$ cat src/rtl/scl_div_pkg.sv
`timescale 1ns/1ps
package scl_div_pkg;
  // field positions decoded from the engine's register words
  localparam int CTRL_DIV_LSB     = 12;
  localparam int CTRL_DIV_LO_W    = 10;
  localparam int CTRL_DIV_EXT_LSB = 28;
  localparam int ADDR_LOW_LSB     = 16;
  localparam int ADDR_SPLIT_BIT   = 28;

  typedef enum logic [1:0] {
    PH_IDLE = 2'd0,
    PH_LOW  = 2'd1,
    PH_HIGH = 2'd2
  } phase_e;
endpackage

$ cat src/rtl/scl_cfg_latch.sv
`timescale 1ns/1ps
module scl_cfg_latch
  import scl_div_pkg::*;
#(
  parameter int DIV_W      = 12,
  parameter int FILTER_LAT = 15,
  parameter int REG_W      = 32,
  parameter int LEN_W      = DIV_W + 2
) (
  input  logic             clk_i,
  input  logic             rst_ni,
  input  logic             run_i,
  input  logic [REG_W-1:0] ctrl_i,
  input  logic [REG_W-1:0] addr_i,
  output logic [LEN_W-1:0] lo_len_o,
  output logic [LEN_W-1:0] hi_len_o
);
  localparam int EXT_W = DIV_W - CTRL_DIV_LO_W;

  logic             unused_regs;
  logic [DIV_W-1:0] div_w, lo_cnt_w, sym_w;
  logic             split_w;
  logic [LEN_W-1:0] sym_len_w, lo_next, hi_next;

  assign unused_regs = ^{ctrl_i, addr_i};

  assign div_w    = {ctrl_i[CTRL_DIV_EXT_LSB +: EXT_W], ctrl_i[CTRL_DIV_LSB +: CTRL_DIV_LO_W]};
  assign lo_cnt_w = addr_i[ADDR_LOW_LSB +: DIV_W];
  assign split_w  = addr_i[ADDR_SPLIT_BIT];

  // symmetric divider: period = 4*div, each phase 2*div, zero clamps to one
  assign sym_w     = (div_w == '0) ? DIV_W'(1) : div_w;
  assign sym_len_w = LEN_W'(sym_w) << 1;

  always_comb begin
    if (split_w) begin
      lo_next = LEN_W'(lo_cnt_w) + LEN_W'(1);
      hi_next = LEN_W'(div_w) + LEN_W'(FILTER_LAT);
    end else begin
      lo_next = sym_len_w;
      hi_next = sym_len_w;
    end
  end

  always_ff @(posedge clk_i or negedge rst_ni) begin
    if (!rst_ni) begin
      lo_len_o <= LEN_W'(2);
      hi_len_o <= LEN_W'(2);
    end else if (!run_i) begin
      lo_len_o <= lo_next;
      hi_len_o <= hi_next;
    end
  end


  cfg_frozen_chk: assert property (@(posedge clk_i) disable iff (!rst_ni)
    run_i |=> ($stable(lo_len_o) && $stable(hi_len_o)));
endmodule

$ cat src/rtl/scl_phase_timer.sv
`timescale 1ns/1ps
module scl_phase_timer
  import scl_div_pkg::*;
#(
  parameter int LEN_W = 14
) (
  input  logic             clk_i,
  input  logic             rst_ni,
  input  logic             run_i,
  input  logic [LEN_W-1:0] lo_len_i,
  input  logic [LEN_W-1:0] hi_len_i,
  output phase_e           phase_o,
  output logic [LEN_W-1:0] cnt_o
);
  logic lo_end, hi_end;
  assign lo_end = (cnt_o == lo_len_i - LEN_W'(1));
  assign hi_end = (cnt_o == hi_len_i - LEN_W'(1));

  always_ff @(posedge clk_i or negedge rst_ni) begin
    if (!rst_ni) begin
      phase_o <= PH_IDLE;
      cnt_o   <= '0;
    end else if (!run_i) begin
      phase_o <= PH_IDLE;
      cnt_o   <= '0;
    end else begin
      unique case (phase_o)
        PH_LOW: begin
          if (lo_end) begin
            phase_o <= PH_HIGH;
            cnt_o   <= '0;
          end else begin
            cnt_o <= cnt_o + LEN_W'(1);
          end
        end
        PH_HIGH: begin
          if (hi_end) begin
            phase_o <= PH_LOW;
            cnt_o   <= '0;
          end else begin
            cnt_o <= cnt_o + LEN_W'(1);
          end
        end
        default: begin
          phase_o <= PH_LOW;
          cnt_o   <= '0;
        end
      endcase
    end
  end


  lo_cnt_range_chk: assert property (@(posedge clk_i) disable iff (!rst_ni)
    (phase_o == PH_LOW) |-> (cnt_o < lo_len_i));

  hi_cnt_range_chk: assert property (@(posedge clk_i) disable iff (!rst_ni)
    (phase_o == PH_HIGH) |-> (cnt_o < hi_len_i));

  start_low_chk: assert property (@(posedge clk_i) disable iff (!rst_ni)
    (phase_o == PH_IDLE && run_i) |=> (phase_o == PH_LOW && cnt_o == '0));

  idle_release_chk: assert property (@(posedge clk_i) disable iff (!rst_ni)
    !run_i |=> (phase_o == PH_IDLE));
endmodule

$ cat src/rtl/scl_strobe_gen.sv
`timescale 1ns/1ps
module scl_strobe_gen
  import scl_div_pkg::*;
#(
  parameter int LEN_W = 14
) (
  input  logic             clk_i,
  input  logic             rst_ni,
  input  phase_e           phase_i,
  input  logic [LEN_W-1:0] cnt_i,
  input  logic [LEN_W-1:0] lo_len_i,
  input  logic [LEN_W-1:0] hi_len_i,
  output logic             scl_low_o,
  output logic             scl_fall_o,
  output logic             scl_rise_o,
  output logic             sda_launch_o,
  output logic             sda_sample_o
);
  logic [1:0] mid_hit;
  logic       at_zero;

  // g=0: low phase midpoint, g=1: high phase midpoint
  for (genvar g = 0; g < 2; g++) begin : g_mid
    phase_e           ph;
    logic [LEN_W-1:0] len;
    assign ph  = (g == 0) ? PH_LOW : PH_HIGH;
    assign len = (g == 0) ? lo_len_i : hi_len_i;
    assign mid_hit[g] = (phase_i == ph) && (cnt_i == (len >> 1));
  end

  assign at_zero      = (cnt_i == '0);
  assign scl_low_o    = (phase_i == PH_LOW);
  assign scl_fall_o   = (phase_i == PH_LOW) && at_zero;
  assign scl_rise_o   = (phase_i == PH_HIGH) && at_zero;
  assign sda_launch_o = mid_hit[0];
  assign sda_sample_o = mid_hit[1];


  launch_in_low_chk: assert property (@(posedge clk_i) disable iff (!rst_ni)
    sda_launch_o |-> scl_low_o);

  sample_in_high_chk: assert property (@(posedge clk_i) disable iff (!rst_ni)
    sda_sample_o |-> (!scl_low_o && phase_i != PH_IDLE));

  edge_excl_chk: assert property (@(posedge clk_i) disable iff (!rst_ni)
    $onehot0({scl_fall_o, scl_rise_o}));
endmodule

$ cat src/rtl/scl_timing_gen.sv
`timescale 1ns/1ps
module scl_timing_gen
  import scl_div_pkg::*;
#(
  parameter int DIV_W      = 12,
  parameter int FILTER_LAT = 15,
  parameter int REG_W      = 32
) (
  input  logic             clk_i,
  input  logic             rst_ni,
  input  logic             run_i,
  input  logic [REG_W-1:0] ctrl_reg_i,
  input  logic [REG_W-1:0] addr_reg_i,
  output logic             scl_low_o,
  output logic             scl_fall_o,
  output logic             scl_rise_o,
  output logic             sda_launch_o,
  output logic             sda_sample_o
);
  localparam int LEN_W = DIV_W + 2;

  logic [LEN_W-1:0] lo_len, hi_len, cnt;
  phase_e           phase;

  scl_cfg_latch #(
    .DIV_W(DIV_W), .FILTER_LAT(FILTER_LAT), .REG_W(REG_W), .LEN_W(LEN_W)
  ) u_cfg (
    .clk_i(clk_i), .rst_ni(rst_ni), .run_i(run_i),
    .ctrl_i(ctrl_reg_i), .addr_i(addr_reg_i),
    .lo_len_o(lo_len), .hi_len_o(hi_len)
  );

  scl_phase_timer #(.LEN_W(LEN_W)) u_timer (
    .clk_i(clk_i), .rst_ni(rst_ni), .run_i(run_i),
    .lo_len_i(lo_len), .hi_len_i(hi_len),
    .phase_o(phase), .cnt_o(cnt)
  );

  scl_strobe_gen #(.LEN_W(LEN_W)) u_strobe (
    .clk_i(clk_i), .rst_ni(rst_ni),
    .phase_i(phase), .cnt_i(cnt), .lo_len_i(lo_len), .hi_len_i(hi_len),
    .scl_low_o(scl_low_o), .scl_fall_o(scl_fall_o), .scl_rise_o(scl_rise_o),
    .sda_launch_o(sda_launch_o), .sda_sample_o(sda_sample_o)
  );
endmodule

$ cat config.mk
export PLATFORM = sky130hd
export DESIGN_NAME = scl_timing_gen
export DESIGN_NICKNAME = d
export VERILOG_FILES = /design/src/rtl/scl_div_pkg.sv /design/src/rtl/scl_cfg_latch.sv /design/src/rtl/scl_phase_timer.sv /design/src/rtl/scl_strobe_gen.sv /design/src/rtl/scl_timing_gen.sv
export SDC_FILE = /design/constraint.sdc
export NUM_CORES = 1
export LEC_CHECK = 0
export BUFFER_PORTS_ARGS = -buffer_cell sky130_fd_sc_hd__buf_2
export CORE_MARGIN = 8
export CORE_UTILIZATION = 61
export CTS_CLUSTER_SIZE = 8
export DETAILED_ROUTE_END_ITERATION = 10
export PLACE_DENSITY = 0.87
export REMOVE_ABC_BUFFERS = 1
export SETUP_SLACK_MARGIN = 0.15
export SKIP_LAST_GASP = 1
export SYNTH_ARGS = -nofsm -noshare
export SYNTH_HDL_FRONTEND = slang
export SYNTH_SLANG_ARGS = --single-unit
$ cat constraint.sdc
create_clock -name clk_i -period 6.1 [get_ports clk_i]
set_input_delay 1.22 -clock clk_i [delete_from_list [all_inputs] [get_ports clk_i]]
set_output_delay 1.22 -clock clk_i [all_outputs]
set_load 0.05 [all_outputs]
# Word-level counts from Yosys, hierarchy flattened

Index checks and enable logic that the tools add are counted.

Reductions and logical operators: 7
Eq/ne operators: 8
Muxes and demuxes: 11
Add/sub/neg operators: 5

Operators by type and width:

| kind                                                                     | number |
|---|---|
| 14-bit two-way mux                                                       | 4 |
| 14-bit by 13-bit == test with 1-bit output                               | 2 |
| 14-bit == test                                                           | 2 |
| 14-bit case mux with 2 select lines                                      | 1 |
| 14-bit by 1-bit subtractor with 14-bit output (second input constant)    | 2 |
| 14-bit by 1-bit adder with 14-bit output (second input constant)         | 1 |
| 14-bit logical NOT                                                       | 1 |
| 12-bit by 1-bit adder with 13-bit output (second input constant)         | 1 |
| 12-bit by 4-bit adder with 13-bit output (second input constant)         | 1 |
| 13-bit two-way mux                                                       | 1 |
| 12-bit logical NOT                                                       | 1 |
| 12-bit two-way mux                                                       | 1 |
| 2-bit two-way mux                                                        | 3 |
| 1-bit logical AND                                                        | 4 |
| 2-bit case mux with 2 select lines                                       | 1 |
| 3-bit by 2-bit inequality test with 1-bit output (second input constant) | 1 |
| 3-bit inequality test (second input constant)                            | 1 |
| 2-bit by 1-bit == test with 1-bit output (second input constant)         | 1 |
| 2-bit == test (second input constant)                                    | 1 |
| 2-bit AND reduction                                                      | 1 |

Bits of input ports: 67
Output and inout port bits: 5
Register bits: 44

# Depth between registers and ports, before layout

Gate-level depths: netlist (run 1).

Depth in word-level cells: 5
Depth in mapped cells: 13
Depth with buffers taken out: 10

# Hierarchy

From an unflattened synthesis (run 1), not the netlist that was laid out.

Cell total of the unflattened synthesis: 463
Area total of the unflattened synthesis: 3847.4 um^2

By module, submodules not included:

| module          | seq. area each (um^2) | cells each | times used | area an instance (um^2) |
|---|---|---|---|---|
| scl_phase_timer | 400.4                 | 236        | 1          | 1851.8 |
| scl_cfg_latch   | 653.1                 | 181        | 1          | 1640.3 |
| scl_strobe_gen  | 0.0                   | 46         | 1          | 355.3 |

# Worst setup path before layout (run 1)

OpenSTA, ideal clock, no wires.

Kind: register to output
Start point: register u_timer.phase_o[1]
End point: output port sda_launch_o
Setup slack: 2372 ps
Buffers on the path: 0
Stages on the path, launching flop included: 5
Arrival: 2508 ps
Path through: dfrtp_1 inv_1 ha_1 nand3_1 nor4_1

Word-level cells in the longest chain between the ends: 2

RTL lines:

| what                                     | line                  | RTL |
|---|---|---|
| start, declared                          | scl_phase_timer.sv:12 | `output phase_e phase_o,` |
| start signal, assigned                   | scl_phase_timer.sv:21 | `phase_o <= PH_IDLE;` |
| start signal, assigned                   | scl_phase_timer.sv:24 | `phase_o <= PH_IDLE;` |
| start signal, assigned                   | scl_phase_timer.sv:30 | `phase_o <= PH_HIGH;` |
| 2-bit by 1-bit == test with 1-bit output | -                     |  |
| via scl_low_o                            | scl_timing_gen.sv:14  | `output logic scl_low_o,` |
| 1-bit logical AND                        | scl_strobe_gen.sv:28  | `assign mid_hit[g] = (phase_i == ph) && (cnt_i == (len >> 1));` |
| end, declared                            | scl_timing_gen.sv:17  | `output logic sda_launch_o,` |

The timed path passes the listed nets, and every way through them passes these cells.

# Worst setup path in the final report (run 1)

Start point: register u_timer.cnt_o[7]
End point: output port sda_sample_o

Word-level cells in the longest chain between the ends: 2

RTL lines:

| what                                       | line                  | RTL |
|---|---|---|
| start, declared                            | scl_phase_timer.sv:13 | `output logic [LEN_W-1:0] cnt_o` |
| start signal, assigned                     | scl_phase_timer.sv:33 | `cnt_o <= cnt_o + LEN_W'(1);` |
| start signal, assigned                     | scl_phase_timer.sv:41 | `cnt_o <= cnt_o + LEN_W'(1);` |
| 14-bit by 13-bit == test with 1-bit output | scl_strobe_gen.sv:28  |  |
| 1-bit logical AND                          | scl_strobe_gen.sv:28  |  |
| end, declared                              | scl_timing_gen.sv:18  | `output logic sda_sample_o` |

No other way between the ends.

==> results of run 1 <==
-- through the flow --
step | worst slack [ns] | util | hold WS (ns) | cell area (um2) | power (mW)
after global placement | 2.950 | 0.6408 | 0.5027 | 3839 | 0.6554
after floorplan | 2.372 | - | 0.4855 | 3585 | 0.5787
final | 2.577 | 0.6646 | 0.5301 | 3981 | 0.9390
after global routing | 2.438 | 0.6646 | 0.5629 | 3981 | 0.9909
after detailed placement | 2.892 | 0.6408 | 0.5156 | 3839 | 0.6683
after CTS | 2.581 | 0.6646 | 0.5293 | 3981 | 0.9393
-- layout make-up --
| type | count | area [um2] | share of cell area |
|---|---|---|---|
| clock buffer | 6 | 82.58 | 0.02074 |
| clock inverter | 2 | 60.06 | 0.01508 |
| inverter | 21 | 78.83 | 0.01980 |
| multi-input combinational | 373 | 2452 | 0.6160 |
| sequential | 42 | 1054 | 0.2646 |
| tap | 75 | 93.84 | 0.02357 |
| timing repair buffer | 32 | 160.2 | 0.04023 |
-- power by group through the flow --
stage	logic, mW	registers [mW]	clock network (mW)
floorplan	0.233	0.345	0
global placement	0.298	0.358	0
detailed placement	0.308	0.360	0
CTS	0.310	0.355	0.275
global route	0.344	0.360	0.286
finish	0.311	0.357	0.271
-- registers in the layout, summed over array words and instances (netlist names) --
| name | flops |
|---|---|
| u_timer.cnt_o | 14 |
| u_cfg.lo_len_o | 13 |
| u_timer.phase_o | 2 |
| u_cfg.hi_len_o | 13 |
-- kinds of logic (layout without fill, tap and decap cells) --
family	count (synthesis)	in the layout	share of synthesized area
AND/OR/NAND/NOR	180	180	0.2481
AO/OA/AOI/OAI	101	101	0.1744
multiplexers	3	3	0.008555
XOR/XNOR	80	80	0.1843
adder cells (fa/ha/maj)	9	9	0.02962
buffers and inverters	58	61	0.07798
flip-flops	42	42	0.2771
-- synthesized netlist by cell type, types with 3 or more instances --
library cell	number	share of area
nor4b_1	3	0.0069
o21ai_0	34	0.045
clkbuf_1	23	0.023
nand2_1	41	0.040
nor4_1	10	0.016
nand3_1	23	0.030
ha_1	9	0.030
nand4_1	9	0.015
xnor2_1	54	0.12
and3_1	12	0.020
xor2_1	26	0.060
o31ai_1	3	0.0059
inv_1	21	0.021
dfrtp_1	40	0.26
or3_1	6	0.0099
a211oi_1	3	0.0059
nor2_1	34	0.034
buf_6	6	0.018
a31oi_1	9	0.015
nor3_1	13	0.017
a21oi_1	21	0.028
a21o_1	5	0.0099
o21a_1	3	0.0059
nor2_2	11	0.018
buf_4	6	0.012
-- worst max-delay path, delay by kind of cell, from the launching register on --
family                 cells  cell delay [ns]
XOR/XNOR                   1             0.24
buffers and inverters      1             0.34
flip-flops                 1             0.57
AND/OR/NAND/NOR            3             0.85
-- worst max path at each step --
| stage | depth (start not counted) | endpoint |
|---|---|---|
| floorplan | 4 | sda_launch_o |
| global placement | 9 | u_timer.cnt_o[13] |
| detailed placement | 9 | u_timer.cnt_o[4] |
| CTS | 5 | sda_sample_o |
| global route | 5 | sda_sample_o |
| finish | 5 | sda_sample_o |
-- routing by layer --
metal,GRT usage,up-vias
li1,-,1651
met1,0.2803,1576
met2,0.3505,123
met3,0.03492,21
met4,0.06762,0
met5,0,-
==> impl_metrics.toml, run 1 <==
[power_and_ir_drop]
clkPwrFrac = 0.289
switchingPower_mw = 0.3408
power.leakage_nw = 1.584
powerDensity_nw_per_um2 = 235.9
vdd_ir_drop_max_mv = 0.3419
p_int_mw = 0.5982
seqPwrFrac = 0.380
p_sw_frac = 0.3629
pwr-share-comb = 0.331

[worst_setup_path]
reg2reg_slack_ns = 2.84
endpoint_kind = "output port"
crit_type = "reg -> out"
start_kind = "register"
critPathArrivalTime_ns = 2.30
cp_max_fo = 11
crit_required_ns = 4.88
worstRegToRegCells = 9
path_cells = "xor2_1 -> nor4_1 -> nand4_1 -> nor3_1 -> buf_2"
r2r_end = "u_timer.cnt_o[13]"
crit_path_start = "u_timer.cnt_o[7]"
crit_path_max_incr_delay_ns = 0.57
worstReg2RegStart = "u_cfg.hi_len_o[0]"
slowest_stage = "dfrtp_1"

[finish]
final_cell_mix = "54 x xnor2_1, 41 x nand2_1, 40 x dfrtp_1, 34 x nor2_1, 34 x o21ai_0"
area_growth_pct = 4.706
drive_gt1_frac = 0.1387
fillers = 487
antenna_cells = 0
layout.nets = 551
final_cells = 551
layout_commonest_cell = "xnor2_1"

[clocking]
insertion_delay_ns = 0.30
clock_path_buffers = 2
path_clk_slew_ns = 0.08
htree_num_levels = 2
cts_root_buf = "clkbuf_8"
hold_buffers = 0
cts.repair.resized = 0
clock_sinks = 42
cts_inserted_buffers = 5
postCtsSetupBuffers = 0
cts_tree = "done"

[global_route]
antenna_found_initial = 0
grt_usage = 0.2137
grt_pass1_vias = 3270
grt_pass1_wl_um = 15560
grt_max_degree = 49
grt_overflow = 0

[yosys]
ys_ff_latch = 42
syn-mean-instance-area_um2 = 8.039
syn_inst = 473
syn_area_um2 = 3802
synth-main-ff-cell = "dfrtp_1"
synth-async-reset-ratio = 1.000
synth-seq-area-share = 0.2771
synth_warnings = 0
synth_edf_count = 0
yosysUniqueCellTypes = 62

[drt]
drtIter0Drc = 355
top_layer = "met4"
route.met3.wl_um = 409
met1Wirelength_um = 4243
drcViolationCount = 0
vias = 3371
routed_wl_um = 9085
ant_nets = 0
detail_route.vias_per_cell = 6.118
wl_met2_um = 4249
routedWlPerCell_um = 16.49
first_pass_iters = 5

[timing]
finClkSkew_ns = 0.01395
worst_pin_slew_ns = 0.9021
relSlewSlack = 0.3986
min_period_ns = 3.523
hold_viol = 0
min_period_over_period = 0.5775
fmax_mhz = 283.9
finalSetupViolCount = 0
fin_tns_setup_ns = 0
rsz0062_at_grt = "false"
report.final.slew_viol_count = 0

[placement]
hpwl_um = 6843
portBuffers = 32
gp_congestion = 0.9101
placedCellCount = 543

[die]
die_area_um2 = 9016
coreArea_um2 = 5991
start_util = 0.6347
boundaryPins = 72
die_width_um = 94.95
die_h_um = 94.95
core.rowCount = 28

[min_path]
hold_path_depth = 2
holdPathEnd = "u_cfg.lo_len_o[1]"
min_from = "u_cfg.lo_len_o[1]"
min_path_type = "reg -> reg"

[run]
cap_violations = 0

[status]
status = "finished clean"
Power figures use the tool's default switching activity.
==> run 2, diff against run 1 <==
--- a/config.mk
+++ b/config.mk
@@ -5,12 +5,13 @@
 export SDC_FILE = /design/constraint.sdc
 export NUM_CORES = 1
 export LEC_CHECK = 0
+export ABC_AREA = 1
 export BUFFER_PORTS_ARGS = -buffer_cell sky130_fd_sc_hd__buf_2
 export CORE_MARGIN = 8
-export CORE_UTILIZATION = 61
+export CORE_UTILIZATION = 52
 export CTS_CLUSTER_SIZE = 8
 export DETAILED_ROUTE_END_ITERATION = 10
-export PLACE_DENSITY = 0.87
+export PLACE_DENSITY = 0.78
 export REMOVE_ABC_BUFFERS = 1
 export SETUP_SLACK_MARGIN = 0.15
 export SKIP_LAST_GASP = 1
==> constraint.sdc (replaced) <==
create_clock -name clk_i -period 3.1 [get_ports clk_i]
set_input_delay 0.62 -clock clk_i [delete_from_list [all_inputs] [get_ports clk_i]]
set_output_delay 0.62 -clock clk_i [all_outputs]
set_load 0.05 [all_outputs]
==> impl_metrics.toml, run 2 <==
[power_and_ir_drop]
powerDensity_nw_per_um2 = 360.7
pwr-share-comb = 0.292
power.leakage_nw = 2.088
p_int_mw = 0.9825
p_sw_frac = 0.3680
power_mw = 1.555
seqPwrFrac = 0.423
clkPwrFrac = 0.285
switchingPower_mw = 0.5721
vdd_ir_drop_max_mv = 0.1567

[finish]
antenna_cells = 0
post-route-cell-area_um2 = 4310
multi_input_area_um2 = 2502
seq_area_um2 = 1054
fillers = 769
regMostFlops = "u_timer.cnt_o"
reg_top3 = "u_timer.cnt_o x14, u_cfg.hi_len_o x13, u_cfg.lo_len_o x13"
area_growth_pct = 6.987
layout.nets = 731
layout_commonest_cell = "nand2_1"
largest_reg_flops = 14
drive_gt1_frac = 0.1006
final_cell_mix = "156 x nand2_1, 88 x inv_1, 84 x nor2_1, 67 x nand3_1, 40 x dfrtp_1"
fin_util = 0.5666

[worst_setup_path]
reg2reg_slack_ns = 0.75
worstRegToRegCells = 12
cp_max_fo = 6
critPathArrivalTime_ns = 2.17
start_kind = "register"
endpoint_kind = "output port"
r2r_end = "u_timer.cnt_o[13]"
crit_required_ns = 2.48
crit_type = "reg -> out"
worstReg2RegStart = "u_cfg.hi_len_o[1]"

[die]
core.rowCount = 32
die_width_um = 104.0
boundaryPins = 72
die_area_um2 = 10820
start_util = 0.5296
coreArea_um2 = 7607
die_h_um = 104.0

[timing]
relSlewSlack = 0.3616
hold_viol = 0
rsz0062_at_grt = "false"
finClkSkew_ns = 0.006207
finalSetupViolCount = 0
min_period_over_period = 0.8997
whs_ns = 0.4515
worst_pin_slew_ns = 0.9576
fmax_mhz = 358.5
min_period_ns = 2.789
finalWorstSetupSlack_ns = 0.3110
report.final.slew_viol_count = 0

[global_route]
grt_pass1_vias = 4150
antenna_found_initial = 0
grt_max_degree = 43
grt_usage = 0.2235
grt_pass1_wl_um = 20150
grt_overflow = 0

[clocking]
path_clk_slew_ns = 0.09
htree_num_levels = 2
cts_inserted_buffers = 5
cts_root_buf = "clkbuf_8"
insertion_delay_ns = 0.30
clock_path_buffers = 2
cts.repair.resized = 0
cts_tree = "done"
hold_buffers = 0
postCtsSetupBuffers = 0
clock_sinks = 42

[drt]
wl_met2_um = 5442
first_pass_iters = 5
detail_route.vias_per_cell = 5.575
drtIter0Drc = 254
route.met3.wl_um = 797
drcViolationCount = 0
vias = 4226
routedWlPerCell_um = 15.61
routed_wl_um = 11840
ant_nets = 0
top_layer = "met4"
met1Wirelength_um = 5317

[run]
cap_violations = 0

[yosys]
synthTopCellsByCount = "156 x nand2_1, 88 x inv_1, 84 x nor2_1"
synth_warnings = 0
synth-main-ff-cell = "dfrtp_1"
syn_inst = 636
synthTopCellsByArea = "dfrtp_1 25%, nand2_1 15%, nand3_1 8.3%, inv_1 8.2%, nor2_1 7.8%"
synth-seq-area-share = 0.2615
ys_ff_latch = 42
yosysUniqueCellTypes = 38
synth-async-reset-ratio = 1.000
synth_top_area_cell = "dfrtp_1"
synth_top_area_share = 0.2484
synth_edf_count = 0
syn-mean-instance-area_um2 = 6.335
syn_area_um2 = 4029
yosysMostFrequentCell = "nand2_1"

[placement]
dp_slack_ns = 0.6860
hpwl_um = 9312
dpl_cell_area_um2 = 4200
gp_congestion = 1.004
portBuffers = 32

[status]
status = "finished clean"

[min_path]
min_path_type = "in -> async"
-- run 2: cell count changes after synthesis, moves of 7 or more --
cell	delta
nand2_1	+115
inv_1	+67
nor2_1	+50
nand3_1	+44
xnor2_1	-41
clkbuf_1	-14
o21ai_0	-13
and3_1	-12
a22oi_1	+11
o22ai_1	+10
nor3_1	-7
-- run 2: how the worst max path moves through the flow --
stage / start / endpoint / depth (start not counted)
floorplan: u_timer.phase_o[1] / sda_launch_o / 6
finish: u_timer.cnt_o[1] / scl_rise_o / 7
CTS: u_timer.cnt_o[3] / sda_launch_o / 6
detailed placement: u_timer.cnt_o[3] / sda_launch_o / 6
global route: u_timer.cnt_o[0] / scl_fall_o / 7
global placement: u_timer.cnt_o[3] / sda_launch_o / 6
-- run 2: cells by family after synthesis --
kind of cell	share of synthesized area
AOI/OAI and AO/OA	0.1193
adders and majority gates	0.02795
xor gates and xnor gates	0.08478
and+or+nand+nor	0.3891
DFF	0.2615
buffers and inverters	0.1174
-- run 2: power groups by stage --
stage	clock network, mW	registers [mW]	logic, mW
5_1_grt	0.468	0.663	0.520
4_1_cts	0.447	0.655	0.449
2_1_floorplan	0	0.644	0.318
6_report	0.444	0.657	0.454
3_3_place_gp	0	0.665	0.436
3_5_place_dp	0	0.666	0.446
-- run 2: critical path, stage by stage, from the launching register on --
cell	delay, ns
dfrtp_1	0.49
inv_1	0.23
ha_1	0.18
nand4_1	0.10
nor4_1	0.28
nand4_1	0.19
nor2_1	0.13
buf_2	0.27
-- run 2: per-layer routing --
| metal | global-route usage | vias to the layer above |
|---|---|---|
| met5 | 0 | - |
| met1 | 0.2939 | 1943 |
| met3 | 0.03470 | 28 |
| met2 | 0.3639 | 171 |
| li1 | - | 2084 |
| met4 | 0.07549 | 0 |
-- run 2: layout make-up --
cell class              count  area share
flip-flops and latches     42      0.2444
multi-input cells         482      0.5806
repair buffers             35     0.04238
inverters                  89     0.07750
well taps                 102     0.02961
clock inverters             2    0.008708
clock buffers               6     0.01684
-- run 2: stage by stage --
step | cells | TNS (ns)
finish | 758 | 0
global route | 758 | 0
CTS | 758 | 0
detailed placement | 750 | 0
global placement | 750 | 0
floorplan | 613 | -0.3523
==> run 3, diff against run 2 <==
--- a/config.mk
+++ b/config.mk
@@ -5,13 +5,13 @@
 export SDC_FILE = /design/constraint.sdc
 export NUM_CORES = 1
 export LEC_CHECK = 0
-export ABC_AREA = 1
+export ABC_AREA = 0
 export BUFFER_PORTS_ARGS = -buffer_cell sky130_fd_sc_hd__buf_2
 export CORE_MARGIN = 8
-export CORE_UTILIZATION = 52
+export CORE_UTILIZATION = 51
 export CTS_CLUSTER_SIZE = 8
 export DETAILED_ROUTE_END_ITERATION = 10
-export PLACE_DENSITY = 0.78
+export PLACE_DENSITY = 0.77
 export REMOVE_ABC_BUFFERS = 1
 export SETUP_SLACK_MARGIN = 0.15
 export SKIP_LAST_GASP = 1
==> impl_metrics.toml, run 3 (synthesized netlist as in run 1, its figures left out) <==
[status]
status = "finished clean"

[min_path]
min_path_type = "in -> async"

[drt]
drtIter0Drc = 205
first_pass_iters = 4
routedWlPerCell_um = 15.92
drcViolationCount = 0
vias = 3407
detail_route.vias_per_cell = 5.834
routed_wl_um = 9295
ant_nets = 0

[clocking]
path_clk_slew_ns = 0.09
htree_num_levels = 2
cts_tree = "done"
insertion_delay_ns = 0.31
hold_buffers = 0
cts_root_buf = "clkbuf_8"
clock_sinks = 42
cts_inserted_buffers = 5
clock_path_buffers = 2

[die]
core.rowCount = 31
die_width_um = 102.3
start_util = 0.5242
die_h_um = 102.3
coreArea_um2 = 7253
die_area_um2 = 10470
boundaryPins = 72

[finish]
final_cell_mix = "54 x xnor2_1, 41 x nand2_1, 40 x dfrtp_1, 34 x nor2_1, 34 x o21ai_0"
antenna_cells = 0
final_cells = 584
drive_gt1_frac = 0.1567
layout_commonest_cell = "xnor2_1"
reg_top3 = "u_timer.cnt_o x14, u_cfg.hi_len_o x13, u_cfg.lo_len_o x13"
regMostFlops = "u_timer.cnt_o"
largest_reg_flops = 14
layout.nets = 560
area_growth_pct = 6.746
fin_util = 0.5596

[worst_setup_path]
slowest_stage = "dfrtp_1"
worstRegToRegCells = 11
worst-path-buf-inv = 1
crit_path_max_incr_delay_ns = 0.58
path_cells = "xor2_1 -> nor4_1 -> nand4_1 -> nor3_1 -> buf_2"
cp_max_fo = 9
crit_type = "reg -> out"
r2r_end = "u_timer.cnt_o[13]"
reg2reg_slack_ns = 0.33
start_kind = "register"
path_depth = 5
cp_top_family = "simple AND/OR/NAND/NOR gates"
endpoint_kind = "output port"
critPathArrivalTime_ns = 2.17
crit_required_ns = 2.48
worstReg2RegStart = "u_cfg.hi_len_o[1]"

[timing]
min_period_over_period = 0.9003
relSlewSlack = 0.3668
hold_viol = 0
fmax_mhz = 358.3
finClkSkew_ns = 0.007889
min_period_ns = 2.791
fin_tns_setup_ns = 0
finalSetupViolCount = 0
report.final.slew_viol_count = 0
worst_pin_slew_ns = 0.9497
rsz0062_at_grt = "false"

[power_and_ir_drop]
powerDensity_nw_per_um2 = 439.6
vdd_ir_drop_max_mv = 0.2285
power.leakage_nw = 1.618

[global_route]
grt_pass1_wl_um = 15860
grt_overflow = 0
grt_pass1_vias = 3323
grt_usage = 0.1894
antenna_found_initial = 0
grt_max_degree = 48

[placement]
hpwl_um = 7074
placedCellCount = 575
portBuffers = 32
gp_congestion = 0.8689

[run]
cap_violations = 0
==> run 3: repair_timing <==
action | 4_1_cts | 5_1_grt
resized for setup | 0 | 2
endpoints found under the setup margin | 0 | 15
buffers inserted | 0 | 1
==> run 3: worst max-delay path by stage <==
stage	slack, ns	from	endpoint
after CTS	0.20	u_cfg.hi_len_o[1]	u_timer.cnt_o[13]
after global placement	0.29	u_cfg.hi_len_o[1]	u_timer.cnt_o[13]
after global routing	0.17	u_cfg.hi_len_o[1]	u_timer.cnt_o[13]
final	0.31	u_timer.cnt_o[6]	sda_sample_o
after floorplan	-0.03	u_timer.phase_o[1]	sda_launch_o
after detailed placement	0.21	u_cfg.hi_len_o[1]	u_timer.cnt_o[2]
==> run 3: area by class of cell <==
class,count,area (um2)
multi-input combinational,373,2459
fill,697,3194
sequential,42,1054
tap,99,123.9
clock buffer,5,68.82
clock inverter,3,43.79
inverter,21,78.83
timing repair buffer,41,231.5
==> run 3: power breakdown <==
group          internal [mW]  total, mW  leakage [nW]  switching [mW]
sequential             0.602      0.698         0.530          0.0969
combinational          0.252      0.641          1.03           0.389
clock                  0.241      0.444        0.0585           0.203
==> run 3: through the flow <==
| step | area, um2 | hold WS (ns) | total power, mW | setup slack (ns) |
|---|---|---|---|---|
| 2_1_floorplan | 3585 | 0.3244 | 1.139 | -0.02780 |
| 3_3_place_gp | 3929 | 0.5027 | 1.310 | 0.2862 |
| 3_5_place_dp | 3929 | 0.5178 | 1.333 | 0.2085 |
| 4_1_cts | 4041 | 0.4686 | 1.777 | 0.1989 |
| 5_1_grt | 4059 | 0.5185 | 1.891 | 0.1679 |
| 6_report | 4059 | 0.4474 | 1.784 | 0.3091 |
==> run 3: routing by layer <==
metal	GRT usage	share of wire	up-vias
met5	0	0	-
met4	0.06433	0.015	0
met3	0.03747	0.062	14
met2	0.2994	0.46	101
met1	0.2505	0.46	1615
li1	-	-	1677
